--- config.mk ---
export PLATFORM = sky130hd
export DESIGN_NAME = vid_raster_timer
export DESIGN_NICKNAME = d
export VERILOG_FILES = /design/src/rtl/vrt_pkg.sv /design/src/rtl/vrt_ctrl.sv /design/src/rtl/vrt_blank.sv /design/src/rtl/vrt_datapath.sv /design/src/rtl/vid_raster_timer.sv
export SDC_FILE = /design/constraint.sdc
export NUM_CORES = 1
export LEC_CHECK = 0
export BUFFER_PORTS_ARGS = -buffer_cell sky130_fd_sc_hd__clkbuf_2
export CORE_MARGIN = 4
export CORE_UTILIZATION = 58
export CTS_CLUSTER_DIAMETER = 60
export DETAILED_ROUTE_END_ITERATION = 6
export PLACE_DENSITY = 0.86
export SYNTH_ARGS = -nofsm -noshare
export SYNTH_HDL_FRONTEND = slang
export SYNTH_SLANG_ARGS = --single-unit
--- constraint.sdc ---
create_clock -name clk -period 3.75 [get_ports clk]
set_input_delay 0.375 -clock clk [delete_from_list [all_inputs] [get_ports clk]]
set_output_delay 0.375 -clock clk [all_outputs]
set_load 0.05 [all_outputs]
--- src/rtl/vrt_pkg.sv ---
package vrt_pkg;

  // Control strobes passed from the control unit to the datapath
  typedef struct packed {
    logic hold;      // live width or height is zero: park counters
    logic pixWrap;   // pixel counter at its last position
    logic lineWrap;  // line counter at its last line
  } vrtCtl_t;

  typedef enum logic {
    REG_FRAME = 1'b0,
    REG_BLANK = 1'b1
  } vrtReg_e;

  // Field positions inside the two 32-bit registers
  localparam int FRM_WIDTH_LSB  = 0;
  localparam int FRM_HEIGHT_LSB = 16;
  localparam int BLK_START_LSB  = 0;
  localparam int BLK_STOP_LSB   = 16;
  localparam int BLK_DLY_BIT    = 31;

endpackage

--- src/rtl/vrt_ctrl.sv ---
module vrt_ctrl
  import vrt_pkg::*;
#(
  parameter int CNT_W  = 12,
  parameter int DATA_W = 32
) (
  input  logic              clk,
  input  logic              rstN,
  input  logic              regWrEn,
  input  logic              regAddr,
  input  logic [DATA_W-1:0] regWrData,
  output logic [DATA_W-1:0] regRdData,
  input  logic [CNT_W-1:0]  pixCnt,
  input  logic [CNT_W-1:0]  lineCnt,
  output vrtCtl_t           ctl,
  output logic [CNT_W-1:0]  actStart,
  output logic [CNT_W-1:0]  actStop,
  output logic              actDly
);

  localparam logic [DATA_W-1:0] RSVD_MASK = DATA_W'(32'h7000_F000);
  localparam logic [CNT_W-1:0]  ONE       = CNT_W'(1);

  // Staged (programmed) values
  logic [CNT_W-1:0] progWidth, progHeight, progStart, progStop;
  logic             progDly;
  // Live values used by the counters
  logic [CNT_W-1:0] actWidth, actHeight;
  logic             running, loadCfg;
  logic [DATA_W-1:0] rdNext;
  logic              unusedWrBits;

  assign unusedWrBits = ^regWrData;

  always_ff @(posedge clk or negedge rstN) begin
    if (!rstN) begin
      progWidth  <= '0;
      progHeight <= '0;
      progStart  <= '0;
      progStop   <= '0;
      progDly    <= 1'b0;
    end else if (regWrEn) begin
      case (vrtReg_e'(regAddr))
        REG_FRAME: begin
          progWidth  <= regWrData[FRM_WIDTH_LSB +: CNT_W];
          progHeight <= regWrData[FRM_HEIGHT_LSB +: CNT_W];
        end
        REG_BLANK: begin
          progStart  <= regWrData[BLK_START_LSB +: CNT_W];
          progStop   <= regWrData[BLK_STOP_LSB +: CNT_W];
          progDly    <= regWrData[BLK_DLY_BIT];
        end
        default: ;
      endcase
    end
  end

  // Read path: registered, reserved bits forced to zero
  always_comb begin
    rdNext = '0;
    case (vrtReg_e'(regAddr))
      REG_FRAME: begin
        rdNext[FRM_WIDTH_LSB +: CNT_W]  = progWidth;
        rdNext[FRM_HEIGHT_LSB +: CNT_W] = progHeight;
      end
      REG_BLANK: begin
        rdNext[BLK_START_LSB +: CNT_W] = progStart;
        rdNext[BLK_STOP_LSB +: CNT_W]  = progStop;
        rdNext[BLK_DLY_BIT]            = progDly;
      end
      default: ;
    endcase
  end

  always_ff @(posedge clk or negedge rstN) begin
    if (!rstN) regRdData <= '0;
    else       regRdData <= rdNext;
  end

  // Frame boundary detection and strobe generation
  assign running     = (actWidth != '0) && (actHeight != '0);
  assign ctl.hold     = !running;
  assign ctl.pixWrap  = running && (pixCnt == actWidth - ONE);
  assign ctl.lineWrap = running && (lineCnt == actHeight);
  assign loadCfg      = !running || (ctl.pixWrap && ctl.lineWrap);

  always_ff @(posedge clk or negedge rstN) begin
    if (!rstN) begin
      actWidth  <= '0;
      actHeight <= '0;
      actStart  <= '0;
      actStop   <= '0;
      actDly    <= 1'b0;
    end else if (loadCfg) begin
      actWidth  <= progWidth;
      actHeight <= progHeight;
      actStart  <= progStart;
      actStop   <= progStop;
      actDly    <= progDly;
    end
  end

  // live configuration only changes on a load cycle
  a_r11_cfg_stable: assert property (@(posedge clk) disable iff (!rstN)
    !loadCfg |=> ($stable(actWidth) && $stable(actHeight) && $stable(actStart)
                  && $stable(actStop) && $stable(actDly)));

  // reserved read bits are zero
  a_r2_rsvd_zero: assert property (@(posedge clk) disable iff (!rstN)
    (regRdData & RSVD_MASK) == '0);

endmodule

--- src/rtl/vrt_blank.sv ---
module vrt_blank #(
  parameter int CNT_W    = 12,
  parameter int HB_DELAY = 4
) (
  input  logic             clk,
  input  logic             rstN,
  input  logic             running,
  input  logic [CNT_W-1:0] pixCnt,
  input  logic [CNT_W-1:0] actStart,
  input  logic [CNT_W-1:0] actStop,
  input  logic             actDly,
  output logic             hBlankOut,
  output logic             eavOut,
  output logic             savOut
);

  localparam int DLY_W = $clog2(HB_DELAY + 1);
  localparam logic [DLY_W-1:0] DLY_LOAD = DLY_W'(HB_DELAY);
  localparam logic [DLY_W-1:0] DLY_ONE  = DLY_W'(1);

  logic             startHit, stopHit;
  logic [DLY_W-1:0] pendCnt;

  assign startHit = running && (pixCnt == actStart);
  assign stopHit  = running && (pixCnt == actStop);

  always_ff @(posedge clk or negedge rstN) begin
    if (!rstN) begin
      eavOut <= 1'b0;
      savOut <= 1'b0;
    end else begin
      eavOut <= startHit;
      savOut <= stopHit;
    end
  end

  // Blanking level with optional late falling edge
  always_ff @(posedge clk or negedge rstN) begin
    if (!rstN) begin
      hBlankOut <= 1'b0;
      pendCnt   <= '0;
    end else if (!running) begin
      hBlankOut <= 1'b0;
      pendCnt   <= '0;
    end else if (startHit) begin
      hBlankOut <= 1'b1;
      pendCnt   <= '0;
    end else if (stopHit) begin
      if (actDly) pendCnt   <= DLY_LOAD;
      else        hBlankOut <= 1'b0;
    end else if (pendCnt != '0) begin
      pendCnt <= pendCnt - DLY_ONE;
      if (pendCnt == DLY_ONE) hBlankOut <= 1'b0;
    end
  end

  // an end-of-active strobe always coincides with blanking
  a_r6_eav_blank: assert property (@(posedge clk) disable iff (!rstN)
    eavOut |-> hBlankOut);

  // without delay, the stop position shows blanking low
  a_r7_sav_clear: assert property (@(posedge clk) disable iff (!rstN)
    (savOut && !eavOut && !$past(actDly)) |-> !hBlankOut);

  // with delay, the stop position leaves blanking unchanged
  a_r8_sav_hold: assert property (@(posedge clk) disable iff (!rstN)
    (savOut && !eavOut && $past(actDly)) |-> (hBlankOut == $past(hBlankOut)));

endmodule

--- src/rtl/vrt_datapath.sv ---
module vrt_datapath
  import vrt_pkg::*;
#(
  parameter int CNT_W    = 12,
  parameter int HB_DELAY = 4
) (
  input  logic             clk,
  input  logic             rstN,
  input  vrtCtl_t          ctl,
  input  logic [CNT_W-1:0] actStart,
  input  logic [CNT_W-1:0] actStop,
  input  logic             actDly,
  output logic [CNT_W-1:0] pixCnt,
  output logic [CNT_W-1:0] lineCnt,
  output logic [CNT_W-1:0] pixOut,
  output logic [CNT_W-1:0] lineOut,
  output logic             hBlankOut,
  output logic             eavOut,
  output logic             savOut
);

  localparam logic [CNT_W-1:0] ONE = CNT_W'(1);

  // Raster counters: pixel 0-based, line 1-based
  always_ff @(posedge clk or negedge rstN) begin
    if (!rstN) begin
      pixCnt  <= '0;
      lineCnt <= ONE;
    end else if (ctl.hold) begin
      pixCnt  <= '0;
      lineCnt <= ONE;
    end else if (ctl.pixWrap) begin
      pixCnt  <= '0;
      lineCnt <= ctl.lineWrap ? ONE : lineCnt + ONE;
    end else begin
      pixCnt  <= pixCnt + ONE;
    end
  end

  // Output stage aligned with the blanking unit's registers
  always_ff @(posedge clk or negedge rstN) begin
    if (!rstN) begin
      pixOut  <= '0;
      lineOut <= ONE;
    end else begin
      pixOut  <= pixCnt;
      lineOut <= lineCnt;
    end
  end

  vrt_blank #(
    .CNT_W    (CNT_W),
    .HB_DELAY (HB_DELAY)
  ) u_blank (
    .clk       (clk),
    .rstN      (rstN),
    .running   (!ctl.hold),
    .pixCnt    (pixCnt),
    .actStart  (actStart),
    .actStop   (actStop),
    .actDly    (actDly),
    .hBlankOut (hBlankOut),
    .eavOut    (eavOut),
    .savOut    (savOut)
  );

  // a nonzero pixel position is always one past the previous one
  a_r4_pix_step: assert property (@(posedge clk) disable iff (!rstN)
    (pixOut != '0) |-> (pixOut == $past(pixOut) + ONE));

  // the line number holds between pixel wraps and is never zero
  a_r5_line_hold: assert property (@(posedge clk) disable iff (!rstN)
    (pixOut != '0) |-> (lineOut == $past(lineOut)));
  a_r5_line_nonzero: assert property (@(posedge clk) disable iff (!rstN)
    lineOut != '0);

  // parked counters give idle outputs
  a_r10_hold_idle: assert property (@(posedge clk) disable iff (!rstN)
    ctl.hold |=> (pixOut == '0 && lineOut == ONE && !hBlankOut && !eavOut && !savOut));

endmodule

--- src/rtl/vid_raster_timer.sv ---
module vid_raster_timer
  import vrt_pkg::*;
#(
  parameter int CNT_W    = 12,
  parameter int DATA_W   = 32,
  parameter int HB_DELAY = 4
) (
  input  logic              clk,
  input  logic              rstN,
  input  logic              regWrEn,
  input  logic              regAddr,
  input  logic [DATA_W-1:0] regWrData,
  output logic [DATA_W-1:0] regRdData,
  output logic [CNT_W-1:0]  pixCount,
  output logic [CNT_W-1:0]  lineCount,
  output logic              hBlank,
  output logic              eavStrobe,
  output logic              savStrobe
);

  vrtCtl_t          ctl;
  logic [CNT_W-1:0] pixCnt, lineCnt, actStart, actStop;
  logic             actDly;

  vrt_ctrl #(
    .CNT_W  (CNT_W),
    .DATA_W (DATA_W)
  ) u_ctrl (
    .clk       (clk),
    .rstN      (rstN),
    .regWrEn   (regWrEn),
    .regAddr   (regAddr),
    .regWrData (regWrData),
    .regRdData (regRdData),
    .pixCnt    (pixCnt),
    .lineCnt   (lineCnt),
    .ctl       (ctl),
    .actStart  (actStart),
    .actStop   (actStop),
    .actDly    (actDly)
  );

  vrt_datapath #(
    .CNT_W    (CNT_W),
    .HB_DELAY (HB_DELAY)
  ) u_datapath (
    .clk       (clk),
    .rstN      (rstN),
    .ctl       (ctl),
    .actStart  (actStart),
    .actStop   (actStop),
    .actDly    (actDly),
    .pixCnt    (pixCnt),
    .lineCnt   (lineCnt),
    .pixOut    (pixCount),
    .lineOut   (lineCount),
    .hBlankOut (hBlank),
    .eavOut    (eavStrobe),
    .savOut    (savStrobe)
  );

endmodule

---- After elaboration in Yosys (flattened, before gate mapping) ----
Cells that the tools add are included.
cells by class
  equality and inequality tests ........... 10
  add/subtract/negate cells ............... 4
  muxes and demuxes ....................... 19
  bitwise logic cells ..................... 1
  reduce and logical (&&, ||, !) cells .... 15
operators with widths
  kind                     count
  $mux W12                 5
  $eq A12 B12 Y1           4
  $pmux W12 S2             2
  $add A12 B1 Y12 const B  2
  $reduce_bool A12 Y1      2
  $mux W3                  5
  $sub A12 B1 Y12 const B  1
  $ne A4 B1 Y1 const B     2
  $ne A4 B4 Y1 const B     2
  $mux W1                  7
  $logic_and A1 B1 Y1      6
  $reduce_and A2 Y1        3
  $eq A3 B1 Y1 const B     1
  $reduce_and A3 Y1        1
  $reduce_bool A3 Y1       1
  $sub A3 B1 Y3 const B    1
  $ne A2 B1 Y1 const B     1
  $logic_not A1 Y1         1
  $logic_or A1 B1 Y1       1
  $not A1 Y1               1
storage, ports and cells
  output and inout bits ................... 59
  register bits after elaboration ......... 177
  input bits .............................. 36
  logic and storage cells ................. 68

---- Logic depth before layout (Yosys ltp) ----
Gate-level depths: netlist of the first run.
  depth in word-level cells ............... 6
  gate-level depth with buffers ........... 11
  mapped depth without buffers ............ 9

---- Hierarchy ----
From an unflattened synthesis of the first run, not the netlist that was laid out.
second synthesis, totals
  cells, all modules ...................... 819
  area total of the unflattened synthesis .. 8823.5 um^2
modules (own cells, without submodules)
  module        times used  cells each  seq. area each (um^2)  area each (um^2)
  vrt_ctrl      1           596         3078.0                 6411.1
  vrt_datapath  1           156         1203.7                 1796.7
  vrt_blank     1           67          150.1                  615.6

---- Worst setup path before layout of the first run ----
No wires, ideal clock.
  kind .................................... register to register
  from .................................... reg u_ctrl.actWidth[0]
  to ...................................... reg u_ctrl.actDly
  setup slack ............................. 1.000 ns
  clock period less this slack ............ 2.750 ns
  setup time .............................. 0.125 ns
  data required time ...................... 3.625 ns
  path buffers ............................ 2
  data arrival time ....................... 2.624 ns
  cell stages (with the launch flop) ...... 12
  cell sequence ........................... dfrtp_1 > inv_1 > ha_1 > or4b_4 > o221a_1 > a211oi_1 > nand2_1 > and4_4 > a21oi_4 > buf_6 > buf_12 > mux2_4
on the way
  word-level cells in the longest chain between the ends .. 5
  elaborated cells between the ends (all ways) .. 9
  those cells by class .................... add/sub (1); eq/ne (1); reduce/logical (7)
RTL lines
  what                                                           line                            source
  start, declared                                                vrt_ctrl.sv:28                  logic [CNT_W-1:0] actWidth, actHeight;
  start signal, assigned                                         vrt_ctrl.sv:95                  actWidth <= progWidth;
  $sub A12 B1 Y12 / $reduce_bool A12 Y1 (equally long branches)  vrt_ctrl.sv:83, vrt_ctrl.sv:81
  $eq A12 B12 Y1 / $logic_and A1 B1 Y1 (equally long branches)   vrt_ctrl.sv:83, vrt_ctrl.sv:81
  $logic_and A1 B1 Y1, on equally long branches                  vrt_ctrl.sv:83, vrt_ctrl.sv:84
  $logic_and A1 B1 Y1                                            vrt_ctrl.sv:85                  assign loadCfg = !running || (ctl.pixWrap && ctl.lineWrap);
  $logic_or A1 B1 Y1 *                                           vrt_ctrl.sv:85
  end signal, assigned                                           vrt_ctrl.sv:99                  actDly <= progDly;
  end, declared                                                  vrt_ctrl.sv:18                  output logic actDly
Every way passes the cells marked *; elsewhere a longest branch is shown, timed or not.
A chain may end at the register's enable or synchronous reset.

---- Final worst setup path of the first run ----
  from .................................... reg u_ctrl.actWidth[0]
  to ...................................... reg u_datapath.lineCnt[11]
on the way
  word-level cells in the longest chain between the ends .. 6
  elaborated cells between the ends (all ways) .. 10
  those cells by class .................... add/sub (1); eq/ne (2); mux (3); reduce/logical (4)
RTL lines
  what                                                     line                source
  branches (longest 6 deep; another with $sub A12 B1 Y12)  --
  end signal, assigned                                     vrt_datapath.sv:34  lineCnt <= ctl.lineWrap ? ONE : lineCnt + ONE;
  end, declared                                            vrt_datapath.sv:14  output logic [CNT_W-1:0] lineCnt,
Parallel ways; which one is timed is not known. The select of a mux whose other input is x is not followed.

==> flow_summary.yaml, run 1 <==
power_and_ir_drop:
  ir_drop_v: 0.000418
  leakage_nw: 4.12
  power_density_nw_per_um2: 739
floorplanning:
  start_util_pct: 59.1
  placementRows: 42
  die_h_um: 124
  fp.dieW_um: 124
  core-area_um2: 13200
  dieArea_um2: 15400
  pin_count: 95
logic_synthesis:
  synth_top_family_by_area: "multiplexers"
  avgSynthCellArea_um2: 13.1
  netlist_area_um2: 7800
  yosys_warnings: 0
  synth_ff_type: "dfrtp_1"
  synth-async-reset-ratio_pct: 100
  synth_compound_area_share_pct: 4.94
  synth.area.top_cells: "dfrtp_1 56%, mux2_2 16%, xor2_1 3.6%, xnor2_1 2.9%, mux2_4 1.7%"
  synth-seq-cells: 177
  yosysSeqAreaShare_pct: 56.8
  ys_types: 62
  synth_simple_gate_area_share_pct: 9.40
  synth_xor_area_share_pct: 6.51
  synthDominantCellAreaShare_pct: 56.2
  synthMuxAreaShare_pct: 17.9
  synth_adder_area_share_pct: 0.963
  synthCells: 594
  synth_edf_count: 0
  synth_top_area_cell: "dfrtp_1"
setup_path:
  reg2regPathDepth: 9
  path_cells: "inv_1 -> ha_1 -> or4b_4 -> nor4_1 -> a211oi_1 -> nand2_1 -> nand2_1 -> or3_1 -> o41ai_1"
  crit_arrival_ns: 3.50
  cpLargestDelayFamily: "simple AND/OR/NAND/NOR gates"
  r2r_start: "u_ctrl.actWidth[0]$_DFFE_PN0P_"
  r2r_slack_ns: 0.57
  required_ns: 4.07
  worstSetupPathType: "flop to flop"
  end_kind: "flop"
  crit_top_cell: "nand2_1"
  r2r_end: "u_datapath.lineCnt[11]$_DFFE_PN0P_"
  cp_max_fo: 18
  cp-start-kind: "flop"
  slowest_delay_ns: 0.56
  slowest_stage: "or3_1"
  worst-path-buf-inv: 1
place:
  globalplace.congestion: 0.900
  dp_cells: 823
  portBuffers: 80
  post-dp-hpwl_mm: 11.0
global_routing:
  grt_util_all_layers_pct: 22.4
  grt_overflow: 0
  antenna_found_initial: 0
  grt_pass1_vias: 5061
  grt_max_degree: 82
  grt_pass1_wl_mm: 26.1
flow_run:
  drv.max_cap_violation_count: 0
sta:
  final-hold-violation-count: 18
  period_minus_slack_ns: 3.18
  setup_tns_ns: 0
  rsz0062_at_grt: "no"
  finClkSkew_ns: 0.00751
  fmax_mhz: 314
  worst_pin_slew_ns: 0.812
  maxSlewHeadroom_pct: 45.9
  setup_viol: 0
  fin_hold_ws_ns: -0.0140
  timing.final.crit_share_pct: 84.9
  drv_slew: 0
drt:
  drc_errors: 0
  routed_wl_mm: 16.0
  drtIter0Drc: 304
  post_drt_wl_per_cell_um: 18.8
  dr.pass1.iters: 5
  ant_nets: 0
  num_vias: 4983
  viasPerCell: 5.83
run_status:
  status: "finished, violations left"
  violations: "hold timing"
clock_network:
  clk_pin_slew_ns: 0.07
  cts_hold_buf: 0
  clkSinkCount: 177
  clk_path_buf_depth: 2
  cts_buffers: 17
  cts_tree: "done"
  post_cts_resized: 0
  root_buffer: "clkbuf_16"
  cts_max_level: 4
  cts_setup_buffers: 0
  clk_latency_ns: 0.43
worst_hold_path:
  hold_class: "primary input to async pin"
layout:
  area_delta_synth_final_pct: 14.3
  layout-drive-gt1-share_pct: 37.0
  instances_no_fill: 855
  diodes: 0
  nets: 708
-- Yosys cell counts, types with 3 or more instances --
cell      count
and3_1       10
a211oi_1      3
ha_1          6
o31ai_1       7
or4b_1        5
clkbuf_1     21
nand2b_1      4
xor2_1       32
mux2_2      110
o22ai_1       3
inv_1        12
nor3_1        5
xnor2_1      26
dfrtp_1     175
o311ai_0     10
buf_4        10
buf_1         4
nand3_1      12
nand4_1       6
nor2_1       36
nand2_1      17
o21ai_0       7
nor4_1       12
mux2_4        9
nand3b_1      3
-- through the flow --
stage	area (um2)	power (mW)	hold WS (ns)	setup WS, ns	utilization (%)
floorplan	7820	4.31	0.0794	1.00	-
global placement	8310	4.67	0.403	0.738	63.0
detailed placement	8310	4.80	0.405	0.639	63.0
CTS	8910	6.61	0.00202	0.580	67.6
global route	8910	6.96	0.0324	0.391	67.6
finish	8910	6.59	-0.0140	0.566	67.6
-- layout make-up --
type,instances,area [um2]
tap,176,220
clock inverter,11,128
fill,932,4280
clock buffer,21,480
inverter,12,45.0
timing repair buffer,87,484
sequential,177,4430
multi-input combinational,371,3120
-- kinds of logic (layout without fill, tap and decap cells) --
kind of cell,after synthesis,count (layout)
other cells,1,7
buf+inv,52,131
xor+xnor,58,58
compound gates,48,48
flops,177,177
simple gates,131,131
mux,121,121
fa+ha+maj,6,6
-- worst reg2reg max path, cell delays in order (launching register included) --
cell	delay [ns]
dfrtp_1	0.44
inv_1	0.08
ha_1	0.23
or4b_4	0.54
nor4_1	0.32
a211oi_1	0.08
nand2_1	0.13
nand2_1	0.34
or3_1	0.57
o41ai_1	0.35
-- state kept, by name, summed over array words and instances (netlist names), 3 cells and up --
register and flops:
u_ctrl.regRdData 25, u_datapath.pixOut 12, u_ctrl.actStart 12, u_ctrl.progWidth 12
u_ctrl.progStop 12, u_datapath.pixCnt 12, u_datapath.u_blank.pendCnt 3, u_ctrl.actHeight 12
u_datapath.lineOut 12, u_ctrl.progHeight 12, u_ctrl.actWidth 12, u_datapath.lineCnt 12
u_ctrl.progStart 12, u_ctrl.actStop 12
-- cell usage in the layout, fill, tap and decap left out, types with 3 or more instances in the layout --
cell type / synthesis / layout
buf_4: 10 / 5
or4b_1: 5 / 5
mux2_2: 110 / 110
nor3_1: 5 / 5
clkbuf_16: 0 / 17
clkbuf_8: 0 / 4
nor2_1: 36 / 36
a211oi_1: 3 / 3
and3_1: 10 / 10
nor4_1: 12 / 12
conb_1: 1 / 7
clkbuf_2: 0 / 79
nand3b_1: 3 / 3
o311ai_0: 10 / 10
o22ai_1: 3 / 3
clkinvlp_4: 0 / 5
mux2_4: 9 / 9
nand4_1: 6 / 6
nand3_1: 12 / 12
xnor2_1: 26 / 26
dfrtp_1: 175 / 175
ha_1: 6 / 6
o21ai_0: 7 / 7
xor2_1: 32 / 32
nand2b_1: 4 / 4
o31ai_1: 7 / 7
nand2_1: 17 / 17
inv_1: 12 / 12
-- power by group --
| group | switching, mW | leakage, nW | internal, mW |
|---|---|---|---|
| Clock | 0.729 | 0.286 | 1.06 |
| Sequential | 0.556 | 2.19 | 2.39 |
| Combinational | 1.02 | 1.65 | 0.838 |
-- metal layers --
metal	vias to the layer above	GRT usage, %	share of wire, %
li1	2246	-	-
met4	0	8.69	2.3
met5	-	0	0
met3	31	4.41	4.7
met1	2548	30.2	43
met2	158	36.2	50
-- worst max-delay path by stage --
stage                                         endpoint                      startpoint  cells past startpoint  slack [ns]
floorplan                    u_ctrl.actDly$_DFFE_PN0P_  u_ctrl.actWidth[0]$_DFFE_PN0P_                     11        1.00
global placement    u_datapath.lineCnt[11]$_DFFE_PN0P_  u_ctrl.actWidth[0]$_DFFE_PN0P_                      9        0.74
detailed placement  u_datapath.lineCnt[11]$_DFFE_PN0P_  u_ctrl.actWidth[0]$_DFFE_PN0P_                      9        0.64
CTS                 u_datapath.lineCnt[11]$_DFFE_PN0P_  u_ctrl.actWidth[0]$_DFFE_PN0P_                      9        0.58
global route        u_datapath.lineCnt[11]$_DFFE_PN0P_  u_ctrl.actWidth[0]$_DFFE_PN0P_                      8        0.39
finish              u_datapath.lineCnt[11]$_DFFE_PN0P_  u_ctrl.actWidth[0]$_DFFE_PN0P_                      9        0.57
(Power assumes the default switching activity.)
==> inputs of run 2 (changes only) <==
--- a/config.mk
+++ b/config.mk
@@ -7,10 +7,10 @@
 export LEC_CHECK = 0
 export BUFFER_PORTS_ARGS = -buffer_cell sky130_fd_sc_hd__clkbuf_2
 export CORE_MARGIN = 4
-export CORE_UTILIZATION = 58
+export CORE_UTILIZATION = 52
 export CTS_CLUSTER_DIAMETER = 60
 export DETAILED_ROUTE_END_ITERATION = 6
-export PLACE_DENSITY = 0.86
+export PLACE_DENSITY = 0.81
 export SYNTH_ARGS = -nofsm -noshare
 export SYNTH_HDL_FRONTEND = slang
 export SYNTH_SLANG_ARGS = --single-unit
==> constraint.sdc (replaced) <==
create_clock -name clk -period 2.7 [get_ports clk]
set_input_delay 0.27 -clock clk [delete_from_list [all_inputs] [get_ports clk]]
set_output_delay 0.27 -clock clk [all_outputs]
set_load 0.05 [all_outputs]
==> flow_summary.yaml, run 2 (synthesis results as in run 1) <==
sta:
  rsz0062_at_grt: "yes"
  setup_ws_ns: -0.0890
  final-hold-violation-count: 0
  setup_tns_ns: -3.06
  fin_hold_ws_ns: 0.0691
  drv_slew: 0
  worst_pin_slew_ns: 0.581
  finClkSkew_ns: 0.00997
  timing.final.crit_share_pct: 103
  fmax_mhz: 359
  period_minus_slack_ns: 2.79
  setup_viol: 51
  maxSlewHeadroom_pct: 61.2
setup_path:
  r2r_end: "u_ctrl.actWidth[9]$_DFFE_PN0P_"
  r2r_start: "u_ctrl.actWidth[1]$_DFFE_PN0P_"
  r2r_slack_ns: -0.09
  crit_arrival_ns: 3.10
  cp-start-kind: "flop"
  worstSetupPathType: "flop to flop"
  cp_max_fo: 17
  required_ns: 3.01
  reg2regPathDepth: 11
  worstSetupStartpoint: "u_ctrl.actWidth[1]$_DFFE_PN0P_"
  end_kind: "flop"
global_routing:
  antenna_found_initial: 0
  grt_pass1_vias: 5540
  grt_util_all_layers_pct: 21.8
  grt_max_degree: 62
  grt.busiest_layer: "met2"
  grt_use_met3_pct: 5.08
  grt_overflow: 0
  grtUsageMet2_pct: 35.8
  grt_pass1_wl_mm: 28.6
  grt_use_met1_pct: 28.9
run_status:
  status: "finished, violations left"
  violations: "setup timing"
floorplanning:
  core-area_um2: 14600
  placementRows: 44
  fp.dieW_um: 130
  die_h_um: 130
  start_util_pct: 53.4
  dieArea_um2: 17000
  pin_count: 95
layout:
  final_common_cell: "dfrtp_1"
  diodes: 0
  nets: 747
  final_cell_mix: "175 x dfrtp_1, 100 x mux2_2, 79 x clkbuf_2"
  largest_reg_flops: 25
  top_register: "u_ctrl.regRdData"
  area_delta_synth_final_pct: 21.2
  layout-drive-gt1-share_pct: 43.2
  design_area_um2: 9450
clock_network:
  clk_path_buf_depth: 2
  clk_latency_ns: 0.44
  cts_tree: "done"
  cts_max_level: 4
  clk_pin_slew_ns: 0.06
  clkSinkCount: 177
  cts_buffers: 17
  root_buffer: "clkbuf_16"
place:
  portBuffers: 80
  placed_cell_area_um2: 8560
  dp_slack_ns: -0.188
  globalplace.congestion: 0.938
  post-dp-hpwl_mm: 11.9
power_and_ir_drop:
  leakage_nw: 4.40
  ir_drop_v: 0.000604
  power.total_mw: 9.61
  power_density_nw_per_um2: 1020
drt:
  routed_wl_mm: 18.0
  num_vias: 5259
  viasPerCell: 5.83
  post_drt_wl_per_cell_um: 19.9
  drc_errors: 0
  dr.pass1.iters: 6
  ant_nets: 0
  drtIter0Drc: 445
flow_run:
  drv.max_cap_violation_count: 0
worst_hold_path:
  holdCritStartpoint: "regWrData[31]"
  holdPathStages: 2
  hold_end: "u_ctrl.progDly$_DFFE_PN0P_"
  hold_class: "primary input to flop"
## run 2: area by class of cell
class,count,area (um2)
inverter,12,45.0
clock buffer,22,464
clock inverter,10,104
multi-input combinational,371,3340
sequential,177,4430
timing repair buffer,126,840
tap,184,230
fill,1027,5140
## run 2: per-layer routing
layer / up-vias / part of all wire (%)
met5: - / 0
met4: 0 / 1.7
met3: 32 / 6.8
met2: 217 / 50
met1: 2683 / 42
li1: 2327 / -
## run 2: critical path: stages (launching register included)
cell and delay (ns):
dfrtp_1 0.38, inv_1 0.07, ha_2 0.17, or4b_4 0.48, o221a_1 0.27, a211oi_2 0.21, nand2_2 0.13, and4_4 0.17
a21oi_4 0.14, buf_12 0.14, buf_12 0.16, mux2_2 0.35
## run 2: how the worst max path moves through the flow
stage,slack (ns),endpoint,cells after the start
after floorplan,0.003,u_ctrl.actDly$_DFFE_PN0P_,11
after detailed placement,-0.19,u_datapath.lineCnt[10]$_DFFE_PN0P_,10
after global placement,-0.05,u_datapath.lineCnt[9]$_DFFE_PN0P_,10
final,-0.09,u_ctrl.actWidth[9]$_DFFE_PN0P_,11
after global routing,-0.24,u_datapath.lineCnt[3]$_DFFE_PN0P_,10
after CTS,-0.07,u_ctrl.actWidth[9]$_DFFE_PN0P_,11
## run 2: where the power goes
group / internal, mW / leakage [nW] / switching [mW]
Sequential: 3.32 / 2.19 / 0.607
Combinational: 1.51 / 1.94 / 1.79
Clock: 1.33 / 0.269 / 1.04
Total: 6.16 / 4.40 / 3.44
## run 2: through the flow
| stage | util [%] | cells |
|---|---|---|
| 5_1_grt | 64.8 | 902 |
| 6_report | 64.8 | 902 |
| 2_1_floorplan | - | 600 |
| 3_5_place_dp | 58.6 | 861 |
| 3_3_place_gp | 58.6 | 861 |
| 4_1_cts | 63.4 | 896 |
## run 2: repair_timing
item / CTS / global route
setup buffers: 1 / 6
endpoints found under the setup margin: 57 / 63
gates cloned: 1 / 0
hold endpoints to repair: 57 / 0
resized for setup: 17 / 38
hold buffers: 1 / 0
pin swaps: 2 / 7
